--- src/rtl/ccr_pkg.sv ---
package ccr_pkg;
  localparam int ADDR_W = 6;
  localparam int DW     = 8;
  localparam int OFF_W  = 3;
  localparam logic [6:0] SEL_CODE = 7'b1101111;
  localparam logic [ADDR_W-1:0] STAT_ADDR = 6'h3F;
  localparam int WEL_POS  = 1;
  localparam int RWEL_POS = 2;
  localparam logic [DW-1:0] ARM_CODE = DW'(1 << WEL_POS);
  localparam logic [DW-1:0] SET_CODE = DW'((1 << WEL_POS) | (1 << RWEL_POS));

  typedef enum logic [2:0] {
    SEC_AL0, SEC_AL1, SEC_CTL, SEC_TC, SEC_STAT, SEC_NONE
  } sec_e;

  // Decode which section an address belongs to.
  function automatic sec_e sec_of(logic [ADDR_W-1:0] a);
    if (a[5:4] == 2'b00)   return a[3] ? SEC_AL1 : SEC_AL0;
    if (a[5:2] == 4'b0100) return SEC_CTL;
    if (a[5:3] == 3'b110)  return SEC_TC;
    if (a == STAT_ADDR)    return SEC_STAT;
    return SEC_NONE;
  endfunction

  // Next pointer value, wrapping inside the current section.
  function automatic logic [ADDR_W-1:0] next_ptr(logic [ADDR_W-1:0] a);
    case (sec_of(a))
      SEC_AL0, SEC_AL1, SEC_TC: return {a[5:3], a[2:0] + 3'd1};
      SEC_CTL:                  return {a[5:2], a[1:0] + 2'd1};
      default:                  return a;
    endcase
  endfunction

  function automatic logic buffered_sec(sec_e s);
    return (s == SEC_AL0) || (s == SEC_AL1) || (s == SEC_CTL) || (s == SEC_TC);
  endfunction
endpackage

--- src/rtl/ccr_ptr.sv ---
module ccr_ptr
  import ccr_pkg::*;
(
  input  logic              clk,
  input  logic              rst_n,
  input  logic              load,
  input  logic [ADDR_W-1:0] load_addr,
  input  logic              adv,
  output logic [ADDR_W-1:0] ptr
);
  always_ff @(posedge clk) begin
    if (!rst_n)    ptr <= '0;
    else if (load) ptr <= load_addr;
    else if (adv)  ptr <= next_ptr(ptr);
  end
endmodule

--- src/rtl/ccr_enable.sv ---
module ccr_enable
  import ccr_pkg::*;
(
  input  logic          clk,
  input  logic          rst_n,
  input  logic          upd,
  input  logic [DW-1:0] val,
  output logic          wel,
  output logic          rwel
);
  always_ff @(posedge clk) begin
    if (!rst_n) begin
      wel  <= 1'b0;
      rwel <= 1'b0;
    end else if (upd) begin
      if (val == ARM_CODE) begin
        wel  <= 1'b1;
        rwel <= 1'b0;
      end else if (val == SET_CODE && wel) begin
        wel  <= 1'b1;
        rwel <= 1'b1;
      end else begin
        wel  <= 1'b0;
        rwel <= 1'b0;
      end
    end
  end
endmodule

--- src/rtl/ccr_wbuf.sv ---
module ccr_wbuf
  import ccr_pkg::*;
#(
  parameter int SLOTS = 8
) (
  input  logic                  clk,
  input  logic                  rst_n,
  input  logic                  clr,
  input  logic                  wr,
  input  logic [OFF_W-1:0]      off,
  input  logic [DW-1:0]         din,
  input  sec_e                  sec_in,
  output logic [SLOTS*DW-1:0]   data,
  output logic [SLOTS-1:0]      mask,
  output sec_e                  sec
);
  for (genvar i = 0; i < SLOTS; i++) begin : g_slot
    always_ff @(posedge clk) begin
      if (!rst_n) begin
        mask[i]          <= 1'b0;
        data[i*DW +: DW] <= '0;
      end else if (clr) begin
        mask[i] <= 1'b0;
      end else if (wr && off == OFF_W'(i)) begin
        mask[i]          <= 1'b1;
        data[i*DW +: DW] <= din;
      end
    end
  end

  always_ff @(posedge clk) begin
    if (!rst_n)                   sec <= SEC_NONE;
    else if (wr && mask == '0)    sec <= sec_in;
  end
endmodule

--- src/rtl/ccr_store.sv ---
module ccr_store
  import ccr_pkg::*;
#(
  parameter int ALM   = 8,
  parameter int CTL   = 4,
  parameter int TCB   = 8,
  parameter int SLOTS = 8
) (
  input  logic                clk,
  input  logic                rst_n,
  input  logic                commit,
  input  sec_e                csec,
  input  logic [SLOTS*DW-1:0] cdata,
  input  logic [SLOTS-1:0]    cmask,
  input  logic                snap_cap,
  input  logic [TCB*DW-1:0]   tc_live,
  input  logic [ADDR_W-1:0]   raddr,
  output logic [DW-1:0]       rbyte,
  output logic [TCB*DW-1:0]   snap
);
  localparam int AOW = $clog2(ALM);
  localparam int COW = $clog2(CTL);
  localparam int TOW = $clog2(TCB);

  logic [DW-1:0] al0 [ALM];
  logic [DW-1:0] al1 [ALM];
  logic [DW-1:0] ctl [CTL];
  logic [DW-1:0] snb [TCB];

  for (genvar i = 0; i < ALM; i++) begin : g_alm
    always_ff @(posedge clk) begin
      if (!rst_n) begin
        al0[i] <= '0;
        al1[i] <= '0;
      end else if (commit && cmask[i]) begin
        if (csec == SEC_AL0) al0[i] <= cdata[i*DW +: DW];
        if (csec == SEC_AL1) al1[i] <= cdata[i*DW +: DW];
      end
    end
  end

  for (genvar i = 0; i < CTL; i++) begin : g_ctl
    always_ff @(posedge clk) begin
      if (!rst_n)                                   ctl[i] <= '0;
      else if (commit && cmask[i] && csec == SEC_CTL) ctl[i] <= cdata[i*DW +: DW];
    end
  end

  for (genvar i = 0; i < TCB; i++) begin : g_snap
    always_ff @(posedge clk) begin
      if (!rst_n)        snb[i] <= '0;
      else if (snap_cap) snb[i] <= tc_live[i*DW +: DW];
    end
    assign snap[i*DW +: DW] = snb[i];
  end

  always_comb begin
    case (sec_of(raddr))
      SEC_AL0: rbyte = al0[raddr[AOW-1:0]];
      SEC_AL1: rbyte = al1[raddr[AOW-1:0]];
      SEC_CTL: rbyte = ctl[raddr[COW-1:0]];
      SEC_TC:  rbyte = snb[raddr[TOW-1:0]];
      default: rbyte = '0;
    endcase
  end
endmodule

--- src/rtl/ccr_access_ctl.sv ---
module ccr_access_ctl
  import ccr_pkg::*;
#(
  parameter int ALM_BYTES = 8,
  parameter int CTL_BYTES = 4,
  parameter int TC_BYTES  = 8
) (
  input  logic                   clk,
  input  logic                   rst_n,
  input  logic                   ev_start,
  input  logic                   ev_stop,
  input  logic                   ev_dev,
  input  logic [7:0]             dev_byte,
  input  logic                   ev_addr,
  input  logic [7:0]             addr_byte,
  input  logic                   ev_wdat,
  input  logic [7:0]             wdat,
  input  logic                   ev_rreq,
  input  logic [TC_BYTES*8-1:0]  tc_live,
  output logic [7:0]             rd_data,
  output logic                   rd_valid,
  output logic                   tc_load,
  output logic [TC_BYTES*8-1:0]  tc_load_data,
  output logic [TC_BYTES-1:0]    tc_load_mask
);
  localparam int SLOTS = (ALM_BYTES > TC_BYTES) ? ALM_BYTES : TC_BYTES;

  // operation state
  logic op_sel, op_rd, op_addr_ok, op_dead, rd_any, stat_pend;
  logic [DW-1:0] stat_byte;

  // named internal events
  logic quiet, dev_match, addr_in_rng;
  logic acc_dev, acc_addr, acc_wdat, acc_rd;
  logic stat_extra, ptr_adv, ptr_load, rd_fire, wb_wr, wb_clr;
  logic commit_go, stat_go, snap_cap;
  sec_e cur_sec;

  logic [ADDR_W-1:0]   ptr;
  logic                wel, rwel;
  logic [SLOTS*DW-1:0] wb_data;
  logic [SLOTS-1:0]    wb_mask;
  sec_e                wb_sec;
  logic [DW-1:0]       st_rbyte, stat_val;
  logic [TC_BYTES*DW-1:0] snap;

  assign quiet       = !ev_stop && !ev_start;
  assign dev_match   = (dev_byte[7:1] == SEL_CODE);
  assign addr_in_rng = (addr_byte[7:6] == 2'b00);
  assign cur_sec     = sec_of(ptr);

  assign acc_dev  = quiet && ev_dev;
  assign acc_addr = quiet && !ev_dev && ev_addr && op_sel && !op_rd && !op_addr_ok;
  assign acc_wdat = quiet && !ev_dev && !ev_addr && ev_wdat &&
                    op_sel && !op_rd && op_addr_ok && !op_dead;
  assign acc_rd   = quiet && !ev_dev && !ev_addr && !ev_wdat && ev_rreq &&
                    op_sel && op_rd && !op_dead;

  assign stat_extra = (cur_sec == SEC_STAT) &&
                      ((acc_wdat && stat_pend) || (acc_rd && rd_any));
  assign ptr_load   = acc_addr && addr_in_rng;
  assign ptr_adv    = (acc_wdat || acc_rd) && !stat_extra;
  assign rd_fire    = acc_rd && !stat_extra;
  assign wb_wr      = acc_wdat && buffered_sec(cur_sec);
  assign wb_clr     = ev_start || ev_stop;
  assign commit_go  = ev_stop && rwel && (wb_mask != '0);
  assign stat_go    = ev_stop && stat_pend;
  assign snap_cap   = acc_dev && dev_match && dev_byte[0];

  always_comb begin
    stat_val           = '0;
    stat_val[WEL_POS]  = wel;
    stat_val[RWEL_POS] = rwel;
  end

  always_ff @(posedge clk) begin
    if (!rst_n) begin
      op_sel     <= 1'b0;
      op_rd      <= 1'b0;
      op_addr_ok <= 1'b0;
      op_dead    <= 1'b0;
      rd_any     <= 1'b0;
      stat_pend  <= 1'b0;
      stat_byte  <= '0;
    end else if (!quiet) begin
      op_sel     <= 1'b0;
      op_rd      <= 1'b0;
      op_addr_ok <= 1'b0;
      op_dead    <= 1'b0;
      rd_any     <= 1'b0;
      stat_pend  <= 1'b0;
    end else if (acc_dev) begin
      op_sel     <= dev_match;
      op_rd      <= dev_byte[0];
      op_addr_ok <= 1'b0;
      op_dead    <= 1'b0;
      rd_any     <= 1'b0;
      stat_pend  <= 1'b0;
    end else if (acc_addr) begin
      if (addr_in_rng) op_addr_ok <= 1'b1;
      else             op_sel     <= 1'b0;
    end else if (acc_wdat) begin
      if (stat_extra) op_dead <= 1'b1;
      else if (cur_sec == SEC_STAT) begin
        stat_pend <= 1'b1;
        stat_byte <= wdat;
      end
    end else if (acc_rd) begin
      if (stat_extra) op_dead <= 1'b1;
      else            rd_any  <= 1'b1;
    end
  end

  always_ff @(posedge clk) begin
    if (!rst_n) begin
      rd_valid <= 1'b0;
      rd_data  <= '0;
    end else begin
      rd_valid <= rd_fire;
      if (rd_fire) rd_data <= (cur_sec == SEC_STAT) ? stat_val : st_rbyte;
    end
  end

  always_ff @(posedge clk) begin
    if (!rst_n) begin
      tc_load      <= 1'b0;
      tc_load_data <= '0;
      tc_load_mask <= '0;
    end else begin
      tc_load <= commit_go && wb_sec == SEC_TC;
      if (commit_go && wb_sec == SEC_TC) begin
        tc_load_data <= wb_data[TC_BYTES*DW-1:0];
        tc_load_mask <= wb_mask[TC_BYTES-1:0];
      end
    end
  end

  ccr_ptr u_ptr (
    .clk(clk), .rst_n(rst_n), .load(ptr_load), .load_addr(addr_byte[ADDR_W-1:0]),
    .adv(ptr_adv), .ptr(ptr)
  );

  ccr_enable u_en (
    .clk(clk), .rst_n(rst_n), .upd(stat_go), .val(stat_byte), .wel(wel), .rwel(rwel)
  );

  ccr_wbuf #(.SLOTS(SLOTS)) u_wbuf (
    .clk(clk), .rst_n(rst_n), .clr(wb_clr), .wr(wb_wr), .off(ptr[OFF_W-1:0]),
    .din(wdat), .sec_in(cur_sec), .data(wb_data), .mask(wb_mask), .sec(wb_sec)
  );

  ccr_store #(.ALM(ALM_BYTES), .CTL(CTL_BYTES), .TCB(TC_BYTES), .SLOTS(SLOTS)) u_store (
    .clk(clk), .rst_n(rst_n), .commit(commit_go), .csec(wb_sec), .cdata(wb_data),
    .cmask(wb_mask), .snap_cap(snap_cap), .tc_live(tc_live), .raddr(ptr),
    .rbyte(st_rbyte), .snap(snap)
  );
endmodule

--- config.mk ---
export PLATFORM = sky130hd
export DESIGN_NAME = ccr_access_ctl
export DESIGN_NICKNAME = d
export VERILOG_FILES = /design/src/rtl/ccr_pkg.sv /design/src/rtl/ccr_ptr.sv /design/src/rtl/ccr_enable.sv /design/src/rtl/ccr_wbuf.sv /design/src/rtl/ccr_store.sv /design/src/rtl/ccr_access_ctl.sv
export SDC_FILE = /design/constraint.sdc
export NUM_CORES = 1
export LEC_CHECK = 0
export CORE_AREA = 2 2 180 182
export DETAILED_ROUTE_END_ITERATION = 12
export DIE_AREA = 0 0 182 184
export DONT_BUFFER_PORTS = 1
export PLACE_DENSITY = 0.73
export SLEW_MARGIN = 20
export SYNTH_ARGS = -nofsm -noshare
export SYNTH_HDL_FRONTEND = slang
export SYNTH_HIERARCHICAL = 1
export SYNTH_SLANG_ARGS = --single-unit
--- constraint.sdc ---
create_clock -name clk -period 3.3 [get_ports clk]
set_input_delay 0.33 -clock clk [delete_from_list [all_inputs] [get_ports clk]]
set_output_delay 0.33 -clock clk [all_outputs]
set_load 0.01 [all_outputs]
==> results.py, run 1 <==
metrics = {
    "floorplanning": {
        "dieArea_sq_um": 33500,
        "rows": 65,
        "core_sq_um": 31400,
        "pin_count": 178,
        "die_w_um": 182,
        "start_util_pct": 56.5,
        "die_h_um": 184,
    },
    "sta": {
        "setup_viol": 0,
        "worst_slack_ns": 0.172,
        "tns_ns": 0,
        "holdWs_ns": -0.00258,
        "worst_slew_pin_slew_ns": 1.01,
        "fmax_ghz": 0.320,
        "finalCriticalPeriod_ns": 3.13,
        "slew_viol_final": 0,
        "final.period_utilization_pct": 94.8,
        "rsz0062_at_grt": "no",
        "timing.slew.headroom_pct": 32.5,
        "hold_viol_final": 1,
        "skew_ns": 0.0211,
    },
    "synth": {
        "ys_seq_elements": 403,
        "synth.top_cells.by_area": "edfxtp_1 (38%), dfxtp_1 (20%), and2_1 (5.7%)",
        "yosysWarningCount": 6,
        "netlist_area_sq_um": 17700,
        "netlist_instances": 1530,
        "synthFlopType": "edfxtp_1",
        "synth.top_cell.area_share_pct": 37.9,
        "synthDistinctLibCells": 70,
        "synth_edf_count": 224,
        "synth_async_sr_flop_share_pct": 0,
        "syn_nets": 1627,
        "synth_compound_area_share_pct": 11.8,
        "synth_top_family_by_area": "simple AND/OR/NAND/NOR gates",
        "yosysTopAreaCell": "edfxtp_1",
        "synth_simple_gate_area_share_pct": 18.7,
        "synthXorXnorAreaFrac_pct": 0,
        "synth.mux.area_fraction_pct": 7.88,
        "synth_fa_ha_area_share_pct": 0.0705,
        "syn_area_per_cell_sq_um": 11.6,
        "ys_seq_area_share_pct": 58.1,
    },
    "detailed_routing": {
        "drc": 0,
        "dr_total_vias": 12300,
        "wl_mm": 46.9,
        "dr.pass1.iters": 7,
        "wl_per_cell_um": 23.9,
        "vias_per_cell": 6.26,
        "antenna_left": 0,
        "drt_iter0_drc": 1223,
    },
    "clock_tree": {
        "root_buffer": "clkbuf_16",
        "clkTransAtPathRegs_ns": 0.06,
        "clock_latency_ns": 0.54,
        "clock_sinks": 403,
        "cts_inserted_buffers": 42,
        "post_cts_buffers": 0,
        "clk_path_buf_depth": 3,
        "h-tree-depth": 2,
        "cts_tree": "built",
    },
    "layout": {
        "area_growth_pct": 10.8,
        "fillerInstances": 2416,
        "drive_gt1_share_pct": 11.2,
        "fin_nets": 1625,
        "antenna_cells": 0,
    },
    "grt": {
        "first_global_vias": 11900,
        "gr-total-overflow": 0,
        "grt_max_degree": 102,
        "grt_use_total_pct": 27.9,
        "grt_pass1_wl_mm": 71.3,
        "antenna_found_initial": 2,
    },
    "critical_path": {
        "cp_max_fo": 32,
        "cp-start-kind": "flip-flop",
        "crit_type": "reg -> reg",
        "endpoint_kind": "flip-flop",
        "critPathRequiredTime_ns": 3.78,
        "cp.arrival_ns": 3.60,
    },
    "power": {
        "p_leak_nw": 6.66,
        "p_total_mw": 10.4,
        "p_per_area_nw_per_um2": 528,
        "ir_worst_vdd_v": 0.000398,
    },
    "status": {
        "violations": "hold timing",
        "status": "finished, violations left",
    },
    "job": {
        "drv_cap": 0,
    },
    "min_path": {
        "hold_path_class": "in -> reg",
    },
    "place": {
        "place_ws_ns": 0.598,
        "place_congestion": 0.893,
        "dpl.hpwl_mm": 31.8,
        "port_buffers": 0,
    },
}
[synth_stat cells, drive strengths merged (40+ instances only)]
cell type	count
edfxtp	224
dfxtp	179
nand2	175
and2	163
a21boi	137
o21ai	95
nand3	84
clkbuf	72
and3	65
mux2i	47
nor2	43
buf	41
mux4	40
[power by group]
group / leakage [nW] / total, mW / internal, mW / switching (mW)
logic: 2.41 / 0.294 / 0.125 / 0.169
registers: 3.57 / 5.47 / 5.42 / 0.0485
clock network: 0.678 / 4.62 / 2.68 / 1.94
total: 6.66 / 10.4 / 8.22 / 2.16
[state kept, by name, summed over array words and instances, names as in the netlist]
name and flops:
tc_load_data 64, u_store/al0 64, u_store/al1 64, u_store/snb 64
u_wbuf/data 64, u_store/ctl 32, rd_data 8, stat_byte 8
tc_load_mask 8, u_wbuf/mask 8, u_ptr/ptr 6, u_wbuf/sec 3
op_addr_ok 1, op_dead 1, op_rd 1, op_sel 1
rd_any 1, rd_valid 1, stat_pend 1, tc_load 1
u_en/rwel 1, u_en/wel 1
[stage by stage]
stage                     instances  cell area, sq um  utilization, %
after CTS                      1960             19600            62.6
after floorplan                1530             17700               -
after global routing           1960             19700            62.6
final                          1960             19700            62.6
after detailed placement       1865             18100            57.5
after global placement         1865             18100            57.5
[cell families (layout without fill, tap and decap cells)]
| kind of cell | after synthesis | count (layout) |
|---|---|---|
| buf+inv | 119 | 147 |
| fa+ha+maj | 1 | 1 |
| flops | 403 | 403 |
| simple gates | 612 | 612 |
| compound gates | 308 | 308 |
| mux | 87 | 87 |
[layout by cell type (no fill, tap or decap), types with 11 or more instances in the layout]
cell,n
a21boi_0,20
a21boi_1,117
a21oi_1,15
a22oi_1,25
and2_1,163
and3_1,65
buf_4,41
clkbuf_16,45
clkinv_2,11
dfxtp_1,177
dlygate4sd3_1,19
edfxtp_1,224
mux2i_1,47
mux4_2,33
nand2_1,174
nand3_1,84
nor2_1,40
nor2b_1,22
o21ai_0,58
o21ai_1,34
[timing repair]
item / in CTS / in global routing
resized for setup: 0 / 2
hold buffers: 21 / 0
hold endpoints to repair: 130 / 0
endpoints found under the setup margin: 0 / 2
[metal layers]
metal,track usage [%],up-vias,share of wire [%]
met5,0,-,0
met1,37.7,6052,41
met3,5.73,84,9.2
met2,45.6,586,47
met4,8.68,0,2.7
li1,-,5552,-
[final timing paths]
path,slack (ns),to,from,depth (start not counted)
worst min register to register,0.47,rd_any,rd_any,1
worst min-delay path,-0.003,stat_byte[6],wdat[6],2
worst max register to register,0.17,u_wbuf/data[29],op_sel,9
worst max-delay path,0.17,u_wbuf/data[29],op_sel,9
[area by class of cell]
| type | instances | area, sq um | area share, % |
|---|---|---|---|
| repair buffers | 67 | 644 | 3.28 |
| multi-input cells | 1008 | 6820 | 34.7 |
| well taps | 402 | 503 | 2.56 |
| clock buffers | 55 | 1210 | 6.17 |
| flip-flops and latches | 403 | 10300 | 52.5 |
| clock inverters | 19 | 138 | 0.700 |
| inverters | 6 | 22.5 | 0.115 |
[critical path, cell delays in order (launching register included)]
cell	delay, ns
dfxtp_1	0.35
or4b_4	0.50
or3_4	0.43
nor2_2	0.24
buf_4	0.21
nor3b_2	0.19
buf_6	0.26
nand3_1	0.11
a21boi_1	0.17
dlygate4sd3_1	0.58
Power figures use the tool's default switching activity.
==> run 2: changes to the inputs <==
--- a/config.mk
+++ b/config.mk
@@ -5,11 +5,12 @@
 export SDC_FILE = /design/constraint.sdc
 export NUM_CORES = 1
 export LEC_CHECK = 0
-export CORE_AREA = 2 2 180 182
+export CORE_AREA = 2 2 175 177
+export CTS_BUF_LIST = sky130_fd_sc_hd__clkbuf_2
 export DETAILED_ROUTE_END_ITERATION = 12
-export DIE_AREA = 0 0 182 184
+export DIE_AREA = 0 0 177 179
 export DONT_BUFFER_PORTS = 1
-export PLACE_DENSITY = 0.73
+export PLACE_DENSITY = 0.76
 export SLEW_MARGIN = 20
 export SYNTH_ARGS = -nofsm -noshare
 export SYNTH_HDL_FRONTEND = slang
==> run 2 against run 1 <==
Largest power group unchanged. Sequential power is essentially flat. Critical path depth down 1. Die area down 5.4%. Combinational power rose by 28%. Via count increased by 5.3%. Sequential cell count unchanged. First-iteration DRC count rose by 31%. The run now ends clean. Sequential share of layout area shrank 1.2 points. Non-clock buffer count rose by 92. Wire length up 1.6%. Global-route usage grew 2.1 points.
==> results.py, run 2 (synthesis gave the netlist of run 1 again) <==
metrics = {
    "detailed_routing": {
        "drc": 0,
        "dr_total_vias": 12900,
        "wl_per_cell_um": 22.1,
        "vias_per_cell": 5.99,
        "dr.pass1.iters": 5,
        "wl_mm": 47.6,
        "antenna_left": 0,
        "drt_iter0_drc": 1603,
    },
    "critical_path": {
        "critPathRequiredTime_ns": 4.16,
        "crit_type": "reg -> reg",
        "cp-start-kind": "flip-flop",
        "cp_top_family": "buffers and inverters",
        "cp_max_fo": 5,
        "endpoint_kind": "flip-flop",
        "crit_top_cell": "dlygate4sd3_1",
        "crit_path_cell_trace": "or4bb_1, dlygate4sd3_1, nor4b_1, o21a_1, a21oi_2, a211oi_1, nor3_1, dlygate4sd3_1",
        "cp_num_buf_inv": 2,
        "max_stage_delay_ns": 0.64,
        "cpMaxStageDelayCell": "dlygate4sd3_1",
        "cp.arrival_ns": 4.14,
    },
    "power": {
        "clkPwrFrac_pct": 36.6,
        "combPwrFrac_pct": 4.1,
        "ir_worst_vdd_v": 0.000290,
        "switching_share_pct": 24.9,
        "p_sw_mw": 2.30,
        "p_leak_nw": 7.04,
        "p_per_area_nw_per_um2": 458,
        "p_int_mw": 6.92,
        "pwr-share-seq_pct": 59.3,
    },
    "sta": {
        "holdWs_ns": 0.0915,
        "timing.slew.headroom_pct": 45.1,
        "skew_ns": 0.0834,
        "hold_viol_final": 0,
        "finalCriticalPeriod_ns": 3.28,
        "tns_ns": 0,
        "worst_slack_ns": 0.0228,
        "worst_slew_pin_slew_ns": 0.824,
        "rsz0062_at_grt": "no",
        "fmax_ghz": 0.305,
        "slew_viol_final": 0,
        "setup_viol": 0,
        "final.period_utilization_pct": 99.3,
    },
    "grt": {
        "antenna_found_initial": 4,
        "grt_max_degree": 264,
        "first_global_vias": 12500,
        "grt_use_total_pct": 30.0,
        "gr-total-overflow": 0,
        "grt_pass1_wl_mm": 72.0,
    },
    "clock_tree": {
        "h-tree-depth": 3,
        "clk_path_buf_depth": 3,
        "cts_tree": "built",
        "clock_sinks": 403,
        "cts_inserted_buffers": 96,
        "root_buffer": "clkbuf_2",
        "clkTransAtPathRegs_ns": 0.12,
        "clock_latency_ns": 1.00,
    },
    "layout": {
        "area_growth_pct": 13.4,
        "fin_util_pct": 67.0,
        "fin_nets": 1771,
        "drive_gt1_share_pct": 14.9,
        "mostFrequentLayoutCells": "edfxtp_1 (224), dfxtp_1 (177), nand2_1 (174)",
        "design_area_sq_um": 20100,
        "layout_commonest_cell": "edfxtp_1",
        "fillerInstances": 2228,
    },
    "place": {
        "place_ws_ns": 0.628,
        "dpl.hpwl_mm": 30.8,
        "place_congestion": 0.870,
        "post_dp_cell_area_sq_um": 18000,
        "port_buffers": 0,
    },
    "floorplanning": {
        "pin_count": 178,
        "core_sq_um": 30000,
        "die_h_um": 179,
        "dieArea_sq_um": 31700,
        "rows": 64,
        "die_w_um": 177,
        "start_util_pct": 59.1,
    },
    "job": {
        "drv_cap": 0,
    },
    "min_path": {
        "hold_path_class": "in -> reg",
    },
    "status": {
        "status": "finished, final reports clean",
    },
}
run 2: final timing paths:
path                    from               end  slack, ns  cells past startpoint
min reg2reg  u_wbuf/data[43]  tc_load_data[43]       0.49                      2
max reg2reg          op_dead      u_ptr/ptr[1]       0.02                      8
max                  op_dead      u_ptr/ptr[1]       0.02                      8
min                 ev_start    u_wbuf/mask[3]       0.09                      6
run 2: tightest hold or removal path, delay by kind of cell:
family | cells | cell delay, ns
AND/OR/NAND/NOR | 4 | 0.37
buffers and inverters | 1 | 0.17
AO/OA/AOI/OAI | 1 | 0.16
run 2: stage by stage:
step | instances | total power [mW]
floorplan | 1530 | 5.74
global placement | 1860 | 5.78
detailed placement | 1860 | 5.79
CTS | 2153 | 9.25
global route | 2156 | 9.58
finish | 2157 | 9.22
run 2: layer usage:
layer / vias up / track usage (%) / routed length [um]
met5: - / 0 / 0
met4: 0 / 12.6 / 1600
met3: 117 / 6.38 / 4560
met2: 686 / 48.5 / 22500
met1: 6195 / 39.6 / 19000
li1: 5923 / - / -
run 2: repair_timing:
| item | in CTS | in global routing |
|---|---|---|
| hold buffers | 112 | 0 |
| resized for setup | 0 | 3 |
| endpoints found under the hold margin | 489 | 0 |
| endpoints found under the setup margin | 0 | 7 |
| setup buffers | 0 | 0 |
run 2: power groups by stage:
stage / Sequential, mW / Combinational [mW] / Clock [mW]
6_report: 5.46 / 0.377 / 3.37
5_1_grt: 5.48 / 0.395 / 3.70
4_1_cts: 5.46 / 0.369 / 3.42
3_5_place_dp: 5.58 / 0.214 / 0
3_3_place_gp: 5.57 / 0.210 / 0
2_1_floorplan: 5.55 / 0.182 / 0
run 2: cell type report:
type | count | area (sq um) | area share [%]
sequential | 403 | 10300 | 51.3
multi-input combinational | 1008 | 6820 | 33.9
timing repair buffer | 159 | 1520 | 7.56
clock buffer | 141 | 706 | 3.51
tap | 396 | 495 | 2.46
clock inverter | 40 | 220 | 1.10
inverter | 6 | 22.5 | 0.112
antenna | 4 | 10.0 | 0.0498
